$ cat src/rtl/dbg_pkg.sv
package dbg_pkg;

  typedef enum logic [2:0] {
    CZ_NONE   = 3'd0,
    CZ_HWBP0  = 3'd1,
    CZ_HWBP1  = 3'd2,
    CZ_SOFT   = 3'd3,
    CZ_STEP   = 3'd4,
    CZ_CALL   = 3'd5,
    CZ_RET    = 3'd6,
    CZ_BRANCH = 3'd7
  } dbg_cause_e;

  // number of address comparators
  localparam int NUM_BP = 2;

  // trace-control bit positions
  localparam int TC_STEP   = 0;
  localparam int TC_CALL   = 1;
  localparam int TC_RET    = 2;
  localparam int TC_BRANCH = 3;
  localparam int TC_USED   = 4;

  // configuration selects
  localparam logic [1:0] SEL_BP0   = 2'd0;
  localparam logic [1:0] SEL_BP1   = 2'd1;
  localparam logic [1:0] SEL_BPEN  = 2'd2;
  localparam logic [1:0] SEL_TRACE = 2'd3;

endpackage

$ cat src/rtl/dbg_bp_match.sv
module dbg_bp_match
  import dbg_pkg::*;
#(
  parameter int AW = 32,
  parameter int DW = 32
) (
  input  logic              clk,
  input  logic              rst,
  input  logic              cfg_we,
  input  logic [1:0]        cfg_sel,
  input  logic [DW-1:0]     cfg_wdata,
  input  logic [AW-1:0]     probe_ip,
  output logic [NUM_BP-1:0] hit
);

  logic [NUM_BP-1:0] bp_en;

  always_ff @(posedge clk) begin
    if (rst) begin
      bp_en <= '0;
    end else if (cfg_we && cfg_sel == SEL_BPEN) begin
      bp_en <= cfg_wdata[NUM_BP-1:0];
    end
  end

  for (genvar g = 0; g < NUM_BP; g++) begin : g_cmp
    logic [AW-1:0] bp_addr;

    always_ff @(posedge clk) begin
      if (rst) begin
        bp_addr <= '0;
      end else if (cfg_we && cfg_sel == 2'(g)) begin
        bp_addr <= cfg_wdata[AW-1:0];
      end
    end

    assign hit[g] = bp_en[g] && (probe_ip == bp_addr);
  end

endmodule

$ cat src/rtl/dbg_trace_ctl.sv
module dbg_trace_ctl
  import dbg_pkg::*;
#(
  parameter int DW = 32
) (
  input  logic               clk,
  input  logic               rst,
  input  logic               cfg_we,
  input  logic [1:0]         cfg_sel,
  input  logic [DW-1:0]      cfg_wdata,
  input  logic               is_call,
  input  logic               is_ret,
  input  logic               is_branch,
  output logic [TC_USED-1:0] trace_hit
);

  // only the defined bits of the trace-control word are stored
  logic [TC_USED-1:0] tc_en;

  always_ff @(posedge clk) begin
    if (rst) begin
      tc_en <= '0;
    end else if (cfg_we && cfg_sel == SEL_TRACE) begin
      tc_en <= cfg_wdata[TC_USED-1:0];
    end
  end

  always_comb begin
    trace_hit            = '0;
    trace_hit[TC_STEP]   = tc_en[TC_STEP];
    trace_hit[TC_CALL]   = tc_en[TC_CALL] && is_call;
    trace_hit[TC_RET]    = tc_en[TC_RET] && is_ret;
    trace_hit[TC_BRANCH] = tc_en[TC_BRANCH] && is_branch;
  end

endmodule

$ cat src/rtl/dbg_evt_arb.sv
module dbg_evt_arb
  import dbg_pkg::*;
(
  input  logic               clk,
  input  logic               rst,
  input  logic               ret_valid,
  input  logic [NUM_BP-1:0]  bp_hit,
  input  logic               sw_hit,
  input  logic [TC_USED-1:0] trace_hit,
  input  logic               hdl_done,
  output logic               evt_req,
  output dbg_cause_e         evt_cause,
  output logic               stall
);

  dbg_cause_e win;

  // later assignments override earlier ones: highest priority last
  always_comb begin
    win = CZ_NONE;
    if (trace_hit[TC_STEP])   win = CZ_STEP;
    if (trace_hit[TC_BRANCH]) win = CZ_BRANCH;
    if (trace_hit[TC_RET])    win = CZ_RET;
    if (trace_hit[TC_CALL])   win = CZ_CALL;
    if (sw_hit)               win = CZ_SOFT;
    if (bp_hit[1])            win = CZ_HWBP1;
    if (bp_hit[0])            win = CZ_HWBP0;
  end

  always_ff @(posedge clk) begin
    if (rst) begin
      evt_req   <= 1'b0;
      evt_cause <= CZ_NONE;
      stall     <= 1'b0;
    end else begin
      evt_req <= 1'b0;
      if (stall && hdl_done) stall <= 1'b0;
      if (ret_valid && !stall && win != CZ_NONE) begin
        evt_req   <= 1'b1;
        evt_cause <= win;
        stall     <= 1'b1;
      end
    end
  end

  p_req_pulse_r9: assert property (@(posedge clk) disable iff (rst)
    evt_req |=> !evt_req);
  p_cause_known_r9: assert property (@(posedge clk) disable iff (rst)
    evt_req |-> evt_cause != CZ_NONE);
  p_cause_hold_r9: assert property (@(posedge clk) disable iff (rst)
    !evt_req |=> (evt_req || $stable(evt_cause)));
  p_req_stalls_r8: assert property (@(posedge clk) disable iff (rst)
    evt_req |-> stall);
  p_stall_hold_r8: assert property (@(posedge clk) disable iff (rst)
    (stall && !hdl_done) |=> stall);
  p_stall_release_r8: assert property (@(posedge clk) disable iff (rst)
    (stall && hdl_done) |=> !stall);
  p_quiet_handler_r7: assert property (@(posedge clk) disable iff (rst)
    stall |=> !evt_req);

endmodule

$ cat src/rtl/dbg_event_unit.sv
module dbg_event_unit
  import dbg_pkg::*;
#(
  parameter int AW = 32,
  parameter int DW = 32,
  parameter int OPW = 8,
  parameter logic [OPW-1:0] SWBP_OP_A = 8'hF0,
  parameter logic [OPW-1:0] SWBP_OP_B = 8'hF1
) (
  input  logic           clk,
  input  logic           rst,
  input  logic           ret_valid,
  input  logic [AW-1:0]  ret_ip,
  input  logic [OPW-1:0] ret_opcode,
  input  logic           ret_is_call,
  input  logic           ret_is_ret,
  input  logic           ret_is_branch,
  input  logic           cfg_we,
  input  logic [1:0]     cfg_sel,
  input  logic [DW-1:0]  cfg_wdata,
  input  logic           hdl_done,
  output logic           evt_req,
  output logic [2:0]     evt_cause,
  output logic           stall
);

  logic [NUM_BP-1:0]  bp_hit;
  logic [TC_USED-1:0] trace_hit;
  logic               sw_hit;
  dbg_cause_e         cause_q;

  assign sw_hit = (ret_opcode == SWBP_OP_A) || (ret_opcode == SWBP_OP_B);

  dbg_bp_match #(.AW(AW), .DW(DW)) u_bp (
    .clk       (clk),
    .rst       (rst),
    .cfg_we    (cfg_we),
    .cfg_sel   (cfg_sel),
    .cfg_wdata (cfg_wdata),
    .probe_ip  (ret_ip),
    .hit       (bp_hit)
  );

  dbg_trace_ctl #(.DW(DW)) u_trc (
    .clk       (clk),
    .rst       (rst),
    .cfg_we    (cfg_we),
    .cfg_sel   (cfg_sel),
    .cfg_wdata (cfg_wdata),
    .is_call   (ret_is_call),
    .is_ret    (ret_is_ret),
    .is_branch (ret_is_branch),
    .trace_hit (trace_hit)
  );

  dbg_evt_arb u_arb (
    .clk       (clk),
    .rst       (rst),
    .ret_valid (ret_valid),
    .bp_hit    (bp_hit),
    .sw_hit    (sw_hit),
    .trace_hit (trace_hit),
    .hdl_done  (hdl_done),
    .evt_req   (evt_req),
    .evt_cause (cause_q),
    .stall     (stall)
  );

  assign evt_cause = cause_q;

  p_soft_event_r4: assert property (@(posedge clk) disable iff (rst)
    (ret_valid && !stall && sw_hit && bp_hit == '0)
      |=> (evt_req && evt_cause == 3'd3));
  p_bp0_wins_r6: assert property (@(posedge clk) disable iff (rst)
    (ret_valid && !stall && bp_hit[0]) |=> (evt_req && evt_cause == 3'd1));

endmodule

$ cat config.mk
export PLATFORM = sky130hd
export DESIGN_NAME = dbg_event_unit
export DESIGN_NICKNAME = d
export VERILOG_FILES = /design/src/rtl/dbg_pkg.sv /design/src/rtl/dbg_bp_match.sv /design/src/rtl/dbg_trace_ctl.sv /design/src/rtl/dbg_evt_arb.sv /design/src/rtl/dbg_event_unit.sv
export SDC_FILE = /design/constraint.sdc
export NUM_CORES = 1
export LEC_CHECK = 0
export BUFFER_PORTS_ARGS = -buffer_cell sky130_fd_sc_hd__buf_2
export CAP_MARGIN = 20
export CORE_MARGIN = 2
export CORE_UTILIZATION = 55
export CTS_BUF_LIST = sky130_fd_sc_hd__clkbuf_8
export CTS_CLUSTER_SIZE = 14
export DETAILED_ROUTE_END_ITERATION = 8
export PLACE_DENSITY = 0.82
export SYNTH_ARGS = -nofsm -noshare
export SYNTH_HDL_FRONTEND = slang
export SYNTH_HIERARCHICAL = 1
export SYNTH_SLANG_ARGS = --single-unit
$ cat constraint.sdc
create_clock -name clk -period 2 [get_ports clk]
set_clock_uncertainty 0.1 [all_clocks]
set_input_delay 0.1 -clock clk [delete_from_list [all_inputs] [get_ports clk]]
set_output_delay 0.1 -clock clk [all_outputs]
set_load 0.01 [all_outputs]
==> metrics.md, run 1 <==
| Metric | Value |
|---|---|
| Status | `finished, violations left` |
| Failing checks | `setup timing` |
| Total power | `between 3 and 4 mW` |
| Via count | `about 3400` |
| DRC viols | `0` |
| TritonCTS clock tree | `built` |
| Final Core Density | `around 73%` |
| Slew HR | `between 60% and 70%` |
| Cells after DPL | `580` |
| Areal power density over the cells | `around 660 nW/um2` |
| Worst path depth | `7` |
| Total grt overflow | `0` |
| Crit start category | `flop` |
| # Post-CTS Setup Buffers | `0` |
| CTS Buffer Depth | `2` |
| Worst VDD drop | `0.000542 V` |
| Wire per inst | `15.0 um` |
| Critical Path Sink | `u_arb/evt_cause[1]$_SDFFE_PP0P_` |
| Die ar. | `around 7000 um2` |
| I/O pins | `87` |
| R2R Path Start | `u_bp/g_cmp[0].bp_addr[1]$_SDFFE_PP0P_` |
| Max Clock Freq | `between 400 and 500 MHz` |
| Total of max-cap violations | `0` |
| Critical path class | `flop to flop` |
| Detailed-placement wirelength estimate | `between 6000 and 7000 um` |
| # rows | `29` |
| GR Util All Layers | `26.4%` |
| I/O Buffers | `85` |
| Worst hold-check path type | `primary input to flop` |
| Clock transition at the registers of the reported paths | `0.08 ns` |
| Max H-tree Level | `3` |
| Post-Route WL | `between 9000 and 10000 um` |
| GPL Wtd Cong | `a little under 0.9` |
| Worst r2r dst | `u_arb/evt_cause[1]$_SDFFE_PP0P_` |
| Final net count | `approximately 630` |
| CP delay by family, top | `simple AND/OR/NAND/NOR gates` |
| Crit path buf inv count | `1` |
| Crit path DAT | `2.14 ns` |
| Num CTS Buffers | `9` |
| Sink Count | `75` |
| Critical Path, Cell by Cell | `xor2_1 > nor4_1 > nand4_1 > nor3_2 > buf_4 > o21ai_2 > a32o_2` |
| Vias per cell | `5.36` |
| Max Transition Viols Final | `0` |
| Avg Cell Area, Syn | `8.17 um2` |
| Top_reg_cell synth | `dfxtp_1` |
| Number of global-route vias before repair | `3237` |
| Crit path capture type | `flop` |
| Worst-Margin Slew | `0.491 ns` |
| Most common cell after layout, fill and taps aside | `nand2_1` |
| Later-pin clock latency in the skew report | `0.34 ns` |
| Sequential fraction of the synthesis area | `between 40 and 50%` |
| Final WS setup | `-0.00151 ns` |
| CP peak stage delay | `~0.48 ns` |
| Synth async-reset ratio | `0%` |
| Critical path startpoint | `u_bp/g_cmp[0].bp_addr[1]$_SDFFE_PP0P_` |
| Peak fanout along the critical path | `4` |
| Worst R2R Setup Slack | `-0.002 ns` |
| Layout cells sized above 1 | `a little under a quarter` |
| Lkg Pwr | `~2.0 nW` |
| Largest net degree at the start of global routing | `35` |
| Detail Route Antenna Nets | `0` |
| Setup TNS | `-0.00151 ns` |
| # setup viols final | `1` |
| Clk root buf | `clkbuf_8` |
| Syn Inst Count | `between 400 and 500` |
| Post-route minimum period | `2.00 ns` |
| ANT cells | `0` |
| Synth cell types | `37` |
| Die height | `84.2 um` |
| Initial antenna violation count | `0` |
| Core area | `between 6000 and 7000 um2` |
| Cell Area, Synth | `about 3500 um2` |
| Post-synth EDFFs | `0` |
| Die Wd | `approximately 84 um` |
| P&R area growth vs syn | `29.3%` |
| Pre-Repair DR Iteration Count | `4` |
| Ys Warns | `6` |
| Final worst path period share | `100%` |
| Commonest cells after routing, fill and taps aside | `nand2_1, buf_2, dfxtp_1` |
| Starting DRC count in detailed routing | `about 280` |
| Starting density of the core | `56.3%` |
| Reg2Reg Depth | `7` |
| CP max-delay cell | `nor4_1` |
| Yosys reg bits | `between 70 and 80` |
| Syn nets | `slightly above 500` |
| Final-report hold violation count | `0` |
| Global-route wire length before repair | `approximately 15000 um` |
| CP Data Required Time | `between 2 and 2.5 ns` |
| Fin cells | `~630` |
where the power goes:
group	total [mW]	switching (mW)	internal, mW
Sequential	1.58	0.0329	1.54
Clock	0.993	0.530	0.463
Combinational	0.462	0.245	0.217
layout make-up:
type	instances	area, um2
multi-input cells	332	1970
fillers	488	1710
flip-flops and latches	75	1500
repair buffers	126	828
clock buffers	10	138
well taps	77	96.3
clock inverters	5	22.5
inverters	3	11.3
repair_timing:
action | CTS | global route
setup endpoints to repair | 1 | 5
pin swaps | 0 | 9
endpoints found under the hold margin | 70 | 0
hold buffers | 33 | 0
resized for setup | 2 | 14
worst min-delay path by stage:
stage	endpoint	slack, ns	cells past startpoint	startpoint
floorplan	u_arb/stall$_SDFFE_PP0P_	0.07	1	rst
global placement	u_bp/g_cmp[0].bp_addr[13]$_SDFFE_PP0P_	0.25	3	cfg_wdata[13]
detailed placement	u_bp/g_cmp[1].bp_addr[16]$_SDFFE_PP0P_	0.26	3	cfg_wdata[16]
CTS	u_arb/evt_req$_SDFF_PP0_	0.02	3	ret_valid
global route	u_arb/evt_req$_SDFF_PP0_	0.03	3	ret_valid
finish	u_arb/evt_req$_SDFF_PP0_	0.03	3	ret_valid
through the flow:
step	cell area, um2	setup slack [ns]	hold WS (ns)
final	4570	-0.00151	0.0286
after global routing	4570	-0.00475	0.0303
after CTS	4510	0.00985	0.0211
after detailed placement	4000	0.0249	0.257
after global placement	4000	0.0342	0.252
after floorplan	3540	0.262	0.0691
flip-flops by register name, summed over array words and instances (netlist names):
name                count
u_bp/bp_en              2
u_bp/g_cmp.bp_addr     64
u_arb/evt_cause         3
u_arb/stall             1
u_trc/tc_en             4
u_arb/evt_req           1
Yosys cell counts (2+ instances only):
library cell  count  area share (%)
nand4_1           3            0.53
nor4_2            2            0.71
nor2_1            6            0.64
a21oi_1          66             9.3
nand3_1           4            0.57
nand3b_1          3            0.64
nand2b_1         10             1.8
nor3_1            4            0.57
nor4_1           14             2.5
clkbuf_1          7            0.74
xnor2_1           5             1.2
o21ai_0           2            0.28
mux2i_1           7             2.0
dfxtp_1          75              42
xor2_1           57              14
nand2_1         130              14
inv_1             3            0.32
and2_1            3            0.53
buf_6             4             1.3
buf_2            11             1.6
per-layer routing:
| metal | share of wire (%) | track usage, % |
|---|---|---|
| met1 | 41 | 34.3 |
| met2 | 49 | 43.1 |
| met3 | 7.6 | 4.52 |
| met4 | 2.4 | 12.0 |
| met5 | 0 | 0 |
tightest hold or removal path, delay by kind of cell:
kind / cells / cell delay (ns)
and+or+nand+nor: 2 / 0.23
buffers and inverters: 1 / 0.10
logic make-up after synthesis:
| logic type | Yosys count | synth area share [%] |
|---|---|---|
| AOI/OAI and AO/OA | 75 | 11.5 |
| muxes | 7 | 1.98 |
| xor gates and xnor gates | 62 | 15.4 |
| buffers and inverters | 26 | 4.10 |
| and+or+nand+nor | 188 | 24.6 |
| DFF | 75 | 42.4 |
Note: power is estimated with default switching activity, not from simulation.
==> inputs of run 2 (changes only) <==
Clock period 2 ns to 2.3 ns, I/O delays scaled along.
==> run 2 against run 1 <==
Effect of this change:
- the run now ends clean
- worst hold slack better by 0.025 ns
- count of clock-buffer cells in the layout stayed put
- fmax is 4.9% lower
- critical path type unchanged
- critical endpoint is now u_arb/stall$_SDFFE_PP0P_
==> metrics.md, run 2 (synthesis results as in run 1) <==
| Metric | Value |
|---|---|
| P&R area growth vs syn | `26.7% (was 29.3%)` |
| CP Data Required Time | `2.48 ns (was 2.13 ns)` |
| Regs by FF count | `u_bp/g_cmp.bp_addr x64, u_trc/tc_en x4, u_arb/evt_cause x3 (unchanged)` |
| Most common cell after layout, fill and taps aside | `nand2_1 (unchanged)` |
| Status | `finished, final reports clean (was finished, violations left)` |
| Largest Register | `u_bp/g_cmp.bp_addr (unchanged)` |
| Final-report hold violation count | `0 (unchanged)` |
| Comb power frac | `14.7% (was 15.2%)` |
| Gr busiest metal | `met2 (unchanged)` |
| Die Wd | `84.2 um (unchanged)` |
| Peak fanout along the critical path | `3 (was 4)` |
| Core area | `6280 um2 (unchanged)` |
| Global-route wire length before repair | `15400 um (was 14800 um)` |
| Reg2Reg Depth | `7 (unchanged)` |
| Total power | `2.62 mW (was 3.03 mW)` |
| Critical Path, Cell by Cell | `xor2_1 > nor4_1 > nand4_1 > nor4_2 > or3_1 > o21ai_0 > a21oi_1 (was xor2_1 > nor4_1 > nand4_1 > nor3_2 > buf_4 > o21ai_2 > a32o_2)` |
| RSZ-0062 raised after global routing | `false` |
| Via count | `3390 (was 3364)` |
| Pre-Repair DR Iteration Count | `5 (was 4)` |
| I/O pins | `87 (unchanged)` |
| Areal power density over the cells | `584 nW/um2 (was 663 nW/um2)` |
| Crit start category | `flop (unchanged)` |
| GR Util All Layers | `27.4% (was 26.4%)` |
| M1 GR Usage | `34.7% (was 34.3%)` |
| Cell Int Power | `1.93 mW (was 2.22 mW)` |
| Switching power | `692 uW (was 808 uW)` |
| # Post-CTS Setup Buffers | `0 (unchanged)` |
| # setup viols final | `0 (was 1)` |
| GRT met2 Usage | `45.3% (was 43.1%)` |
| Crit path capture type | `flop (unchanged)` |
| Max reg flops | `64 (unchanged)` |
| Sink Count | `75 (unchanged)` |
| CTS Buffer Depth | `2 (unchanged)` |
| Worst-Margin Slew | `0.475 ns (was 0.491 ns)` |
| CP max-delay cell | `nor4_2 (was nor4_1)` |
| Die height | `84.2 um (unchanged)` |
| Layout cells sized above 1 | `21.1% (was 23.6%)` |
| Num CTS Buffers | `9 (unchanged)` |
| Commonest cells after routing, fill and taps aside | `nand2_1, buf_2, dfxtp_1 (unchanged)` |
| Post-Route WL | `9320 um (was 9440 um)` |
| Vias per cell | `5.41 (was 5.36)` |
| Max Transition Viols Final | `0 (unchanged)` |
| Setup TNS | `0 ns (was -0.00151 ns)` |
| ANT cells | `0 (unchanged)` |
| Detailed-placement wirelength estimate | `6290 um (was 6200 um)` |
| Wire per inst | `14.9 um (was 15.0 um)` |
| Fin Hold WS | `0.0539 ns (was 0.0286 ns)` |
| Switch share | `26.4% (was 26.7%)` |
| Initial antenna violation count | `0 (unchanged)` |
| Starting DRC count in detailed routing | `360 (was 276)` |
| Finished Cell Area | `4480 um2 (was 4570 um2)` |
| TritonCTS clock tree | `built (unchanged)` |
| Max Clock Freq | `475 MHz (was 500 MHz)` |
| Min-delay src | `ret_valid (unchanged)` |
| Detail Route Antenna Nets | `0 (unchanged)` |
| WHS Path Cells | `3 (unchanged)` |
| Post-route minimum period | `2.11 ns (was 2.00 ns)` |
| CP delay by family, top | `simple AND/OR/NAND/NOR gates (unchanged)` |
| Met3 Use GR | `5.41% (was 4.52%)` |
| Lkg Pwr | `1.93 nW (was 1.95 nW)` |
| Clock transition at the registers of the reported paths | `0.07 ns (was 0.08 ns)` |
| Sequential power share | `52.4% (was 52.0%)` |
| Max H-tree Level | `3 (unchanged)` |
| Clk root buf | `clkbuf_8 (unchanged)` |
| Clock network fraction of design power | `33.0% (was 32.8%)` |
| # rows | `29 (unchanged)` |
| I/O Buffers | `85 (unchanged)` |
| Crit path DAT | `2.29 ns (was 2.14 ns)` |
| GPL Wtd Cong | `0.824 (was 0.886)` |
| Worst hold-check path type | `primary input to flop (unchanged)` |
| Largest net degree at the start of global routing | `33 (was 35)` |
| Crit path buf inv count | `0 (was 1)` |
| DP Area | `3980 um2 (was 4000 um2)` |
| Final net count | `628 (was 629)` |
| Number of global-route vias before repair | `3336 (was 3237)` |
| Later-pin clock latency in the skew report | `0.35 ns (was 0.34 ns)` |
| DRC viols | `0 (unchanged)` |
| Worst VDD drop | `0.000421 V (was 0.000542 V)` |
| R2R Path Start | `u_bp/g_cmp[1].bp_addr[19]$_SDFFE_PP0P_ (was u_bp/g_cmp[0].bp_addr[1]$_SDFFE_PP0P_)` |
| Total of max-cap violations | `0 (unchanged)` |
| Worst path depth | `7 (unchanged)` |
| Slew HR | `68.3% (was 66.9%)` |
| Starting density of the core | `56.3% (unchanged)` |
| CP peak stage delay | `0.45 ns (was 0.48 ns)` |
| Die ar. | `7090 um2 (unchanged)` |
| Critical path startpoint | `u_bp/g_cmp[1].bp_addr[19]$_SDFFE_PP0P_ (was u_bp/g_cmp[0].bp_addr[1]$_SDFFE_PP0P_)` |
| Critical path class | `flop to flop (unchanged)` |
| Final worst path period share | `91.5% (was 100%)` |
| Total grt overflow | `0 (unchanged)` |
==> run 2: cell count changes in the layout (fill, tap and decap cells not counted), moves of 2 or more <==
cell and delta:
nor4_2 -4, dfxtp_2 -2, nor3_2 -2, nor4_1 +5, nor3_1 +2, dfxtp_1 +2
==> run 2: worst min-delay path: cells and delay by family <==
family        cells  cell delay, ns
simple gates      2            0.24
buf+inv           1            0.10
==> run 2: worst paths after layout <==
kind	endpoint	slack [ns]
setup / recovery	u_arb/stall$_SDFFE_PP0P_	0.19
setup reg to reg	u_arb/stall$_SDFFE_PP0P_	0.19
hold / removal	u_arb/evt_req$_SDFF_PP0_	0.05
hold reg to reg	u_bp/g_cmp[1].bp_addr[13]$_SDFFE_PP0P_	0.37
==> run 2: per-stage QoR <==
step / std cells / setup WS (ns) / util, %
after floorplan: 433 / 0.562 / -
after global placement: 579 / 0.277 / 63.5
after detailed placement: 579 / 0.249 / 63.5
after CTS: 627 / 0.221 / 71.3
after global routing: 627 / 0.0194 / 71.4
final: 627 / 0.195 / 71.4
==> run 2: timing repair <==
item                                   4_1_cts  5_1_grt
hold buffers                                33        0
setup endpoints to repair                    0        1
endpoints found under the hold margin       71        0
gates resized for setup                      0        1
==> run 2: power by group through the flow <==
stage / Sequential (mW) / Clock [mW] / Combinational, mW
floorplan: 1.40 / 0 / 0.183
global placement: 1.40 / 0 / 0.325
detailed placement: 1.40 / 0 / 0.332
CTS: 1.37 / 0.874 / 0.377
global route: 1.38 / 0.944 / 0.421
finish: 1.37 / 0.864 / 0.384
==> run 2: layer usage <==
layer | wire length (um) | up-vias
met5 | 0 | -
met4 | 200 | 0
met3 | 687 | 17
met2 | 4550 | 147
met1 | 3890 | 1573
li1 | - | 1653
==> run 2: layout make-up <==
class / count / area [um2]
well taps: 77 / 96.3
clock inverters: 5 / 22.5
flip-flops and latches: 75 / 1500
repair buffers: 125 / 808
inverters: 3 / 11.3
clock buffers: 10 / 138
multi-input cells: 332 / 1900
fillers: 512 / 1800
==> inputs of run 3 (changes only) <==
Settings changed: CORE_UTILIZATION 55 to 45, PLACE_DENSITY 0.82 to 0.69.
==> run 3 against run 2 <==
Effect of this change:
- cell count up 4.3%
- sequential power barely moved
- total power up 2.4%
- highest routed layer unchanged
- routed wire length decreased by 2.7%
- setup slack better by 0.024 ns
- via count decreased by 3.5%
- critical path type unchanged
- design area grew 1.2%
==> metrics.md, run 3 (synthesis results as in run 1) <==
| Metric | Value |
|---|---|
| Status | `finished, final reports clean (unchanged)` |
| Total grt overflow | `0 (unchanged)` |
| Max reg flops | `64 (unchanged)` |
| M1 GR Usage | `27.6% (was 34.7%)` |
| Regs by FF count | `u_bp/g_cmp.bp_addr x64, u_trc/tc_en x4, u_arb/evt_cause x3 (unchanged)` |
| Crit start category | `flop (unchanged)` |
| CTS resizes | `0 (unchanged)` |
| Slew HR | `51.7% (was 68.3%)` |
| Final-report hold violation count | `0 (unchanged)` |
| P&R area growth vs syn | `28.2% (was 26.7%)` |
| Worst hold-check path type | `primary input to flop (unchanged)` |
| Post-Route WL | `9070 um (was 9320 um)` |
| Later-pin clock latency in the skew report | `0.35 ns (about the same)` |
| I/O pins | `87 (unchanged)` |
| Initial antenna violation count | `0 (unchanged)` |
| GRT met2 Usage | `36.9% (was 45.3%)` |
| CTS Buffer Depth | `2 (unchanged)` |
| Sink Count | `75 (unchanged)` |
| Num CTS Buffers | `9 (unchanged)` |
| Worst VDD drop | `0.000322 V (was 0.000421 V)` |
| Via count | `3271 (was 3390)` |
| Die Wd | `92.7 um (was 84.2 um)` |
| Worst-Margin Slew | `0.724 ns (was 0.475 ns)` |
| Largest Register | `u_bp/g_cmp.bp_addr (unchanged)` |
| Crit path DAT | `2.27 ns (was 2.29 ns)` |
| Commonest cells after routing, fill and taps aside | `nand2_1, buf_2, dfxtp_1 (unchanged)` |
| Pre-Repair DR Iteration Count | `4 (was 5)` |
| Starting DRC count in detailed routing | `141 (was 360)` |
| ANT cells | `0 (unchanged)` |
| DP Area | `4020 um2 (was 3980 um2)` |
| I/O Buffers | `85 (unchanged)` |
| GR Util All Layers | `22.0% (was 27.4%)` |
| Total of max-cap violations | `0 (unchanged)` |
| CP Data Required Time | `2.49 ns (was 2.48 ns)` |
| Most common cell after layout, fill and taps aside | `nand2_1 (unchanged)` |
| Die height | `92.7 um (was 84.2 um)` |
| Layout cells sized above 1 | `21.4% (was 21.1%)` |
| Peak fanout along the critical path | `3 (unchanged)` |
| # Post-CTS Setup Buffers | `0 (unchanged)` |
| # rows | `32 (was 29)` |
| Detail Route Antenna Nets | `0 (unchanged)` |
| Clk root buf | `clkbuf_8 (unchanged)` |
| TritonCTS clock tree | `built (unchanged)` |
| Areal power density over the cells | `591 nW/um2 (was 584 nW/um2)` |
| Final-layout fill cell count | `735 (was 512)` |
| Max Clock Freq | `481 MHz (was 475 MHz)` |
| Dpl ws | `0.202 ns (was 0.249 ns)` |
| # setup viols final | `0 (unchanged)` |
| Largest net degree at the start of global routing | `42 (was 33)` |
| Finished Cell Area | `4530 um2 (was 4480 um2)` |
| DRC viols | `0 (unchanged)` |
| Number of global-route vias before repair | `3154 (was 3336)` |
| Final net count | `629 (was 628)` |
| Gr busiest metal | `met2 (unchanged)` |
| Starting density of the core | `46.0% (was 56.3%)` |
| Final WS setup | `0.219 ns (was 0.195 ns)` |
| Critical path class | `flop to flop (unchanged)` |
| Vias per cell | `5.00 (was 5.41)` |
| Final worst path period share | `90.5% (was 91.5%)` |
| Max H-tree Level | `3 (unchanged)` |
| Crit path capture type | `flop (unchanged)` |
| Post-route minimum period | `2.08 ns (was 2.11 ns)` |
| Max Transition Viols Final | `0 (unchanged)` |
| Detailed-placement wirelength estimate | `6220 um (was 6290 um)` |
| Die ar. | `8590 um2 (was 7090 um2)` |
| Global-route wire length before repair | `14800 um (was 15400 um)` |
| Wire per inst | `13.9 um (was 14.9 um)` |
| RSZ-0062 raised after global routing | `false (unchanged)` |
| Clock transition at the registers of the reported paths | `0.08 ns (was 0.07 ns)` |
| Core area | `7690 um2 (was 6280 um2)` |
| Met3 Use GR | `3.99% (was 5.41%)` |
| Lkg Pwr | `1.93 nW (about the same)` |
| Setup TNS | `0 ns (unchanged)` |
| GPL Wtd Cong | `0.808 (was 0.824)` |
run 3: cell types whose count changed in the layout (fill, tap and decap cells not counted):
cell        previous run  this run
clkinvlp_4             0         2
buf_4                  7         8
clkbuf_8              10        11
clkinv_2               3         2
inv_1                  5         4
nor4_1                13        14
nor4_2                 3         2
run 3: worst paths after layout:
| path | start | endpoint | slack [ns] | depth (start not counted) |
|---|---|---|---|---|
| max reg2reg | u_bp/g_cmp[1].bp_addr[20]$_SDFFE_PP0P_ | u_arb/stall$_SDFFE_PP0P_ | 0.22 | 7 |
| min reg2reg | u_bp/g_cmp[1].bp_addr[31]$_SDFFE_PP0P_ | u_bp/g_cmp[1].bp_addr[31]$_SDFFE_PP0P_ | 0.36 | 2 |
| min | ret_valid | u_arb/evt_req$_SDFF_PP0_ | 0.05 | 3 |
| max | u_bp/g_cmp[1].bp_addr[20]$_SDFFE_PP0P_ | u_arb/stall$_SDFFE_PP0P_ | 0.22 | 7 |
run 3: timing repair:
action / CTS / global route
endpoints found under the setup margin: 0 / 0
hold endpoints to repair: 71 / 0
hold buffers: 33 / 0
run 3: stage by stage:
step / total power, mW / hold slack, ns / utilization, % / instances
floorplan: 1.58 / 0.0841 / - / 433
global placement: 1.73 / 0.267 / 52.3 / 605
detailed placement: 1.73 / 0.274 / 52.3 / 605
CTS: 2.70 / 0.0337 / 59.0 / 654
global route: 2.80 / 0.0535 / 59.0 / 654
finish: 2.68 / 0.0474 / 59.0 / 654
run 3: layer usage:
layer  part of all wire, %  vias to the layer above
met5                     0                        -
met4                   1.5                        0
met3                   6.2                        9
met2                    48                      102
met1                    45                     1504
li1                      -                     1656
run 3: area by class of cell:
class | instances | area (um2) | area share [%]
Inverter | 3 | 11.3 | 0.248
Timing Repair Buffer | 126 | 816 | 18.0
Multi-Input combinational cell | 332 | 1900 | 41.8
Clock buffer | 11 | 151 | 3.34
Tap cell | 102 | 128 | 2.82
Clock inverter | 5 | 28.8 | 0.635
Sequential cell | 75 | 1500 | 33.1
run 3: critical path, stage by stage, from the launching register on:
cell and delay [ns]:
dfxtp_1 0.33, xor2_1 0.16, nor4_1 0.39, nand4_1 0.22, nor4_2 0.40, or3_1 0.20
o21ai_0 0.08, a21oi_1 0.13
run 3: power breakdown:
part / internal [mW] / total [mW] / switching, mW / leakage, nW
Sequential: 1.34 / 1.37 / 0.0275 / 0.609
Combinational: 0.183 / 0.379 / 0.196 / 1.23
Clock: 0.443 / 0.932 / 0.489 / 0.0925
Total: 1.97 / 2.68 / 0.713 / 1.93
